## src/rtl/pcf_pkg.sv

```systemverilog
`timescale 1ns/1ps
package pcf_pkg;
  typedef enum logic [1:0] {
    CMD_CANCEL0 = 2'b00,
    CMD_FIRE    = 2'b01,
    CMD_ARM     = 2'b10,
    CMD_CANCEL3 = 2'b11
  } srst_cmd_e;

  typedef enum logic {
    SEQ_IDLE  = 1'b0,
    SEQ_ARMED = 1'b1
  } seq_state_e;
endpackage

```

## src/rtl/pcf_regs.sv

```systemverilog
`timescale 1ns/1ps
module pcf_regs #(
  parameter int DATA_W = 32,
  parameter int EN_BIT = 0
) (
  input  logic              clk_i,
  input  logic              rst_ni,
  input  logic              ctrl_wr_i,
  input  logic              ctrl_rd_i,
  input  logic              wr_en_bit_i,
  output logic              en_q_o,
  output logic [DATA_W-1:0] rdata_o
);
  logic en_q;

  always_ff @(posedge clk_i or negedge rst_ni) begin
    if (!rst_ni) en_q <= 1'b0;
    else if (ctrl_wr_i) en_q <= wr_en_bit_i;
  end

  // Only the enable bit is readable; the command field is write-only.
  always_comb begin
    rdata_o = '0;
    if (ctrl_rd_i) rdata_o[EN_BIT] = en_q;
  end

  assign en_q_o = en_q;
endmodule

```

## src/rtl/pcf_unlock.sv

```systemverilog
`timescale 1ns/1ps
module pcf_unlock
  import pcf_pkg::*;
(
  input  logic       clk_i,
  input  logic       rst_ni,
  input  logic       en_q_i,
  input  logic       busy_i,
  input  logic       ctrl_wr_i,
  input  logic [1:0] cmd_i,
  input  logic       other_acc_i,
  output logic       fire_o
);
  seq_state_e state_q, state_d;
  srst_cmd_e  cmd;
  logic       live;

  assign cmd  = srst_cmd_e'(cmd_i);
  assign live = en_q_i && !busy_i;

  always_comb begin
    state_d = state_q;
    fire_o  = 1'b0;
    if (!live || other_acc_i) begin
      state_d = SEQ_IDLE;
    end else if (ctrl_wr_i) begin
      unique case (cmd)
        CMD_ARM:  state_d = SEQ_ARMED;
        CMD_FIRE: begin
          fire_o  = (state_q == SEQ_ARMED);
          state_d = SEQ_IDLE;
        end
        default:  state_d = SEQ_IDLE;
      endcase
    end
  end

  always_ff @(posedge clk_i or negedge rst_ni) begin
    if (!rst_ni) state_q <= SEQ_IDLE;
    else         state_q <= state_d;
  end
endmodule

```

## src/rtl/pcf_pulse.sv

```systemverilog
`timescale 1ns/1ps
module pcf_pulse #(
  parameter int PULSE_CYCLES = 2
) (
  input  logic clk_i,
  input  logic rst_ni,
  input  logic fire_i,
  output logic active_o
);
  localparam int CNT_W = $clog2(PULSE_CYCLES + 1);
  localparam logic [CNT_W-1:0] LOAD = CNT_W'(PULSE_CYCLES);

  logic [CNT_W-1:0] cnt_q;

  always_ff @(posedge clk_i or negedge rst_ni) begin
    if (!rst_ni)           cnt_q <= '0;
    else if (fire_i)       cnt_q <= LOAD;
    else if (cnt_q != '0)  cnt_q <= cnt_q - 1'b1;
  end

  assign active_o = (cnt_q != '0);
endmodule

```

## src/rtl/periph_ctrl_front.sv

```systemverilog
`timescale 1ns/1ps
module periph_ctrl_front #(
  parameter int ADDR_W       = 8,
  parameter int DATA_W       = 32,
  parameter int CTRL_ADDR    = 0,
  parameter int EN_BIT       = 0,
  parameter int CMD_LSB      = 6,
  parameter int PULSE_CYCLES = 2,
  parameter int N_CLR        = 5
) (
  input  logic              clk_i,
  input  logic              rst_ni,
  input  logic [ADDR_W-1:0] addr_i,
  input  logic              wr_i,
  input  logic              rd_i,
  input  logic [DATA_W-1:0] wdata_i,
  output logic [DATA_W-1:0] rdata_o,
  output logic              en_o,
  output logic              srst_o,
  output logic              busy_o,
  output logic [N_CLR-1:0]  clr_o
);
  localparam logic [ADDR_W-1:0] CTRL_A = ADDR_W'(CTRL_ADDR);

  logic hit, ctrl_wr, ctrl_rd, other_acc;
  logic en_q, fire, active;

  assign hit       = (addr_i == CTRL_A);
  assign ctrl_wr   = wr_i && hit;
  assign ctrl_rd   = rd_i && hit;
  assign other_acc = (wr_i || rd_i) && !hit;

  pcf_regs #(.DATA_W(DATA_W), .EN_BIT(EN_BIT)) u_regs (
    .clk_i       (clk_i),
    .rst_ni      (rst_ni),
    .ctrl_wr_i   (ctrl_wr),
    .ctrl_rd_i   (ctrl_rd),
    .wr_en_bit_i (wdata_i[EN_BIT]),
    .en_q_o      (en_q),
    .rdata_o     (rdata_o)
  );

  pcf_unlock u_unlock (
    .clk_i       (clk_i),
    .rst_ni      (rst_ni),
    .en_q_i      (en_q),
    .busy_i      (active),
    .ctrl_wr_i   (ctrl_wr),
    .cmd_i       (wdata_i[CMD_LSB +: 2]),
    .other_acc_i (other_acc),
    .fire_o      (fire)
  );

  pcf_pulse #(.PULSE_CYCLES(PULSE_CYCLES)) u_pulse (
    .clk_i    (clk_i),
    .rst_ni   (rst_ni),
    .fire_i   (fire),
    .active_o (active)
  );

  assign en_o   = en_q;
  assign srst_o = active;
  assign busy_o = active;

  // Each clear group follows the soft pulse and the hardware reset.
  for (genvar g = 0; g < N_CLR; g++) begin : g_clr
    assign clr_o[g] = active || !rst_ni;
  end
endmodule

```

## config.mk

```make
export PLATFORM = sky130hd
export DESIGN_NAME = periph_ctrl_front
export DESIGN_NICKNAME = d
export VERILOG_FILES = /design/src/rtl/pcf_pkg.sv /design/src/rtl/pcf_regs.sv /design/src/rtl/pcf_unlock.sv /design/src/rtl/pcf_pulse.sv /design/src/rtl/periph_ctrl_front.sv
export SDC_FILE = /design/constraint.sdc
export NUM_CORES = 1
export LEC_CHECK = 0
export ABC_AREA = 0
export CORE_MARGIN = 2
export CORE_UTILIZATION = 20
export DETAILED_ROUTE_END_ITERATION = 10
export MAX_ROUTING_LAYER = met4
export PLACE_DENSITY = 0.77
export SYNTH_ARGS = -nofsm -noshare
export SYNTH_HDL_FRONTEND = slang
export SYNTH_SLANG_ARGS = --single-unit
```

## constraint.sdc

```tcl
create_clock -name clk_i -period 1.2 [get_ports clk_i]
set_clock_uncertainty 0.1 [all_clocks]
set_input_delay 0.18 -clock clk_i [delete_from_list [all_inputs] [get_ports clk_i]]
set_output_delay 0.18 -clock clk_i [all_outputs]
set_load 0.02 [all_outputs]
```

==> results.sh <==
export IMPL_synth_area_leader_cell="buf_4"
export IMPL_place_area_sq_um=741
export IMPL_p_leak_uw=0.000451
export IMPL_antenna_found_initial=0
export IMPL_criticalPathCategory="in -> out"
export IMPL_start_util_pct=21.2
export IMPL_netlist_instances=63
export IMPL_cts_tree="built"
export IMPL_num_vias=440
export IMPL_clk_latency_ns=0.24
export IMPL_drc=0
export IMPL_grtUsageTotal_pct=7.05
export IMPL_layout_setup_ws_ns=-0.306
export IMPL_clockRootBuffer="clkbuf_4"
export IMPL_r2r_start="u_regs.en_q_o"
export IMPL_fin_cells=125
export IMPL_grt_remaining_overflow=0
export IMPL_cp_cell_sequence="buf_6 > or4_4 > nor2_4 > and3_4 > buf_6"
export IMPL_htreeDepth=1
export IMPL_yosysTopAreaCellShare_pct=51.4
export IMPL_slowest_stage="or4_4"
export IMPL_slew_viol_final=0
export IMPL_drt_total_wl_mm=1.05
export IMPL_synthTopCellsByArea="buf_4 51%, dfrtp_1 19%, mux2i_1 3.8%"
export IMPL_reg2regPathDepth=4
export IMPL_drt_pass1_iterations=2
export IMPL_use_met3_pct=2.81
export IMPL_timing_rr_end="u_pulse.cnt_q[1]"
export IMPL_outcome="finished with violations"
export IMPL_nets=142
export IMPL_violations="negative setup slack"
export IMPL_cp_arrival_ns=1.23
export IMPL_avgSynthCellArea_sq_um=8.34
export IMPL_max_freq_mhz=664
export IMPL_fp_dieArea_sq_mm=0.00305
export IMPL_ys_seq_area_share_pct=19.0
export IMPL_die_w_um=55.3
export IMPL_start_kind="input port"
export IMPL_fin_crit_ns=1.51
export IMPL_critPathMostFrequentCell="buf_6"
export IMPL_clock_power_share_pct=32.9
export IMPL_report_power_total_uw=516
export IMPL_crit_start="addr_i[3]"
export IMPL_initialDrtViolationCount=4
export IMPL_hp_class="in -> async"
export IMPL_hold_viol=0
export IMPL_switching_share_pct=37.0
export IMPL_finalCritPeriodShare_pct=125
export IMPL_synth_xor_area_share_pct=0
export IMPL_synth_fa_ha_area_share_pct=2.38
export IMPL_ys_types=18
export IMPL_final_design_area_no_fill_sq_um=836
export IMPL_grtUsageMet1_pct=6.59
export IMPL_synth_mux_area_fraction_pct=5.95
export IMPL_place_congestion=0.725
export IMPL_dp_hpwl_um=904
export IMPL_io_pins=84
export IMPL_numPortBuffers=23
export IMPL_rows=18
export IMPL_grt_pass1_vias=408
export IMPL_cp_endpoint="rdata_o[0]"
export IMPL_yosys_area_share_simple_pct=12.1
export IMPL_fp_coreArea_sq_mm=0.00248
export IMPL_synth_seq_cells=4
export IMPL_cts_buffers=3
export IMPL_p_int_uw=325
export IMPL_placed_cells=118
export IMPL_syn_area_sq_um=526
export IMPL_power_switching_uw=191
export IMPL_use_met2_pct=11.6
export IMPL_peakVddDrop_mv=0.438
export IMPL_setup_viol=12
export IMPL_die_h_um=55.3
export IMPL_clkSlewWorstSetupHoldPaths_ns=0.04
export IMPL_critical_path_top_delay_family="simple AND/OR/NAND/NOR gates"
export IMPL_multi_input_area_sq_um=319
export IMPL_routed_via_density=3.52
export IMPL_worst_path_stages=5
export IMPL_grt_start_max_net_pins=6
export IMPL_clk_path_buf_depth=2
export IMPL_area_growth_pct=59.0
export IMPL_drive_gt1_share_pct=44.2
export IMPL_grt_first_pass_wirelength_mm=1.65
export IMPL_postLayoutCoreUtil_pct=33.7
export IMPL_worstPathMaxFanout=2
export IMPL_avgRoutedWirePerCell_um=8.42
export IMPL_max_cap_viol_count=0
export IMPL_synth_compound_area_share_pct=5.48
export IMPL_critPathRequiredTime_ns=0.92
export IMPL_critical_path_max_stage_delay_ns=0.54
export IMPL_power_density_mw_per_mm2=617
export IMPL_clock_sinks=4
export IMPL_crit_buf_inv=2
export IMPL_rsz0062_at_grt="yes"
export IMPL_yosys_warnings=0
export IMPL_critPathCaptureType="output port"
export IMPL_grt_busiest_layer="met2"
export IMPL_comb_power_share_pct=40.4
export IMPL_synth_top_family_by_area="buffers and inverters"
export IMPL_pwr_share_seq_pct=26.8
export IMPL_nFillCells=264
export IMPL_regToRegSetupSlack_ns=-0.12
export IMPL_ant_nets=0
export IMPL_fin_tns_setup_ns=-2.46
export IMPL_antennaDiodeCount=0
export IMPL_seq_area_sq_um=100
## layout by cell type (no fill, tap or decap), drive strengths merged
cell type,instances
nand4b,1
nor3,1
conb,31
nand4,1
buf,27
clkbuf,3
ha,1
and3,1
mux2i,2
nor2,2
nand2,2
o41ai,1
inv,4
clkdlybuf4s15,2
o21ai,1
nand3b,1
mux2,1
o21a,1
clkdlybuf4s50,6
dfrtp,4
or4,2
## synthesized netlist by cell type
| cell | instances |
|---|---|
| nand3b_1 | 1 |
| or4_1 | 2 |
| dfrtp_1 | 4 |
| nand4_1 | 1 |
| ha_1 | 1 |
| inv_1 | 4 |
| o21a_1 | 1 |
| mux2i_1 | 2 |
| buf_4 | 36 |
| nand4b_1 | 1 |
| o21ai_0 | 1 |
| conb_1 | 1 |
| o41ai_2 | 1 |
| nand2_1 | 2 |
| nor2_1 | 2 |
| mux2_2 | 1 |
| and3_1 | 1 |
| nor3_1 | 1 |
## power by group through the flow
| stage | Combinational, uW | Sequential [uW] | Clock (uW) |
|---|---|---|---|
| final | 208 | 138 | 170 |
| after global routing | 219 | 138 | 192 |
| after detailed placement | 195 | 140 | 0 |
| after floorplan | 195 | 143 | 0 |
| after CTS | 204 | 138 | 178 |
| after global placement | 194 | 140 | 0 |
## repair_timing
action / CTS / global route
hold buffers: 0 / 0
pin swaps: 10 / 4
setup buffers: 4 / 1
endpoints found under the hold margin: 0 / 0
cloned: 0 / 0
setup endpoints to repair: 13 / 12
gates resized for setup: 89 / 5
## worst min-delay path by stage
stage / to / slack (ns) / startpoint
2_1_floorplan: u_pulse.cnt_q[0] / -0.22 / rst_ni
3_3_place_gp: u_pulse.cnt_q[0] / 0.43 / u_pulse.cnt_q[0]
3_5_place_dp: u_regs.en_q_o / 0.46 / rst_ni
4_1_cts: u_regs.en_q_o / 0.20 / rst_ni
5_1_grt: u_regs.en_q_o / 0.20 / rst_ni
6_report: u_regs.en_q_o / 0.20 / rst_ni
## flip-flops by register name, summed over array words and instances (netlist names)
register,count
u_unlock.state_q,1
u_pulse.cnt_q,2
u_regs.en_q_o,1
## area by class of cell
type                       instances  area share (%)
timing repair buffer              35            40.6
multi-input combinational         49            38.2
sequential                         4            12.0
tap                               30            4.49
clock buffer                       3            2.69
inverter                           4            2.10
## layer usage
layer | part of all wire [%] | up-vias | routed length [um]
met2 | 50 | 40 | 524
met5 | 0 | - | 0
met3 | 15 | 4 | 158
met4 | 2.3 | 0 | 24
li1 | - | 202 | -
met1 | 33 | 194 | 345
## cells by family after synthesis
| group | after synthesis |
|---|---|
| buffers and inverters | 40 |
| AND/OR/NAND/NOR | 11 |
| flip-flops | 4 |
| AO/OA/AOI/OAI | 3 |
| multiplexers | 3 |
| adder cells (fa/ha/maj) | 1 |
| other | 1 |
## per-stage QoR
step	setup WS (ns)	hold WS, ns
floorplan	-0.269	-0.216
finish	-0.306	0.204
global placement	-1.15	0.434
detailed placement	-1.13	0.455
CTS	-0.314	0.200
global route	-0.348	0.204
Power figures use the tool's default switching activity.
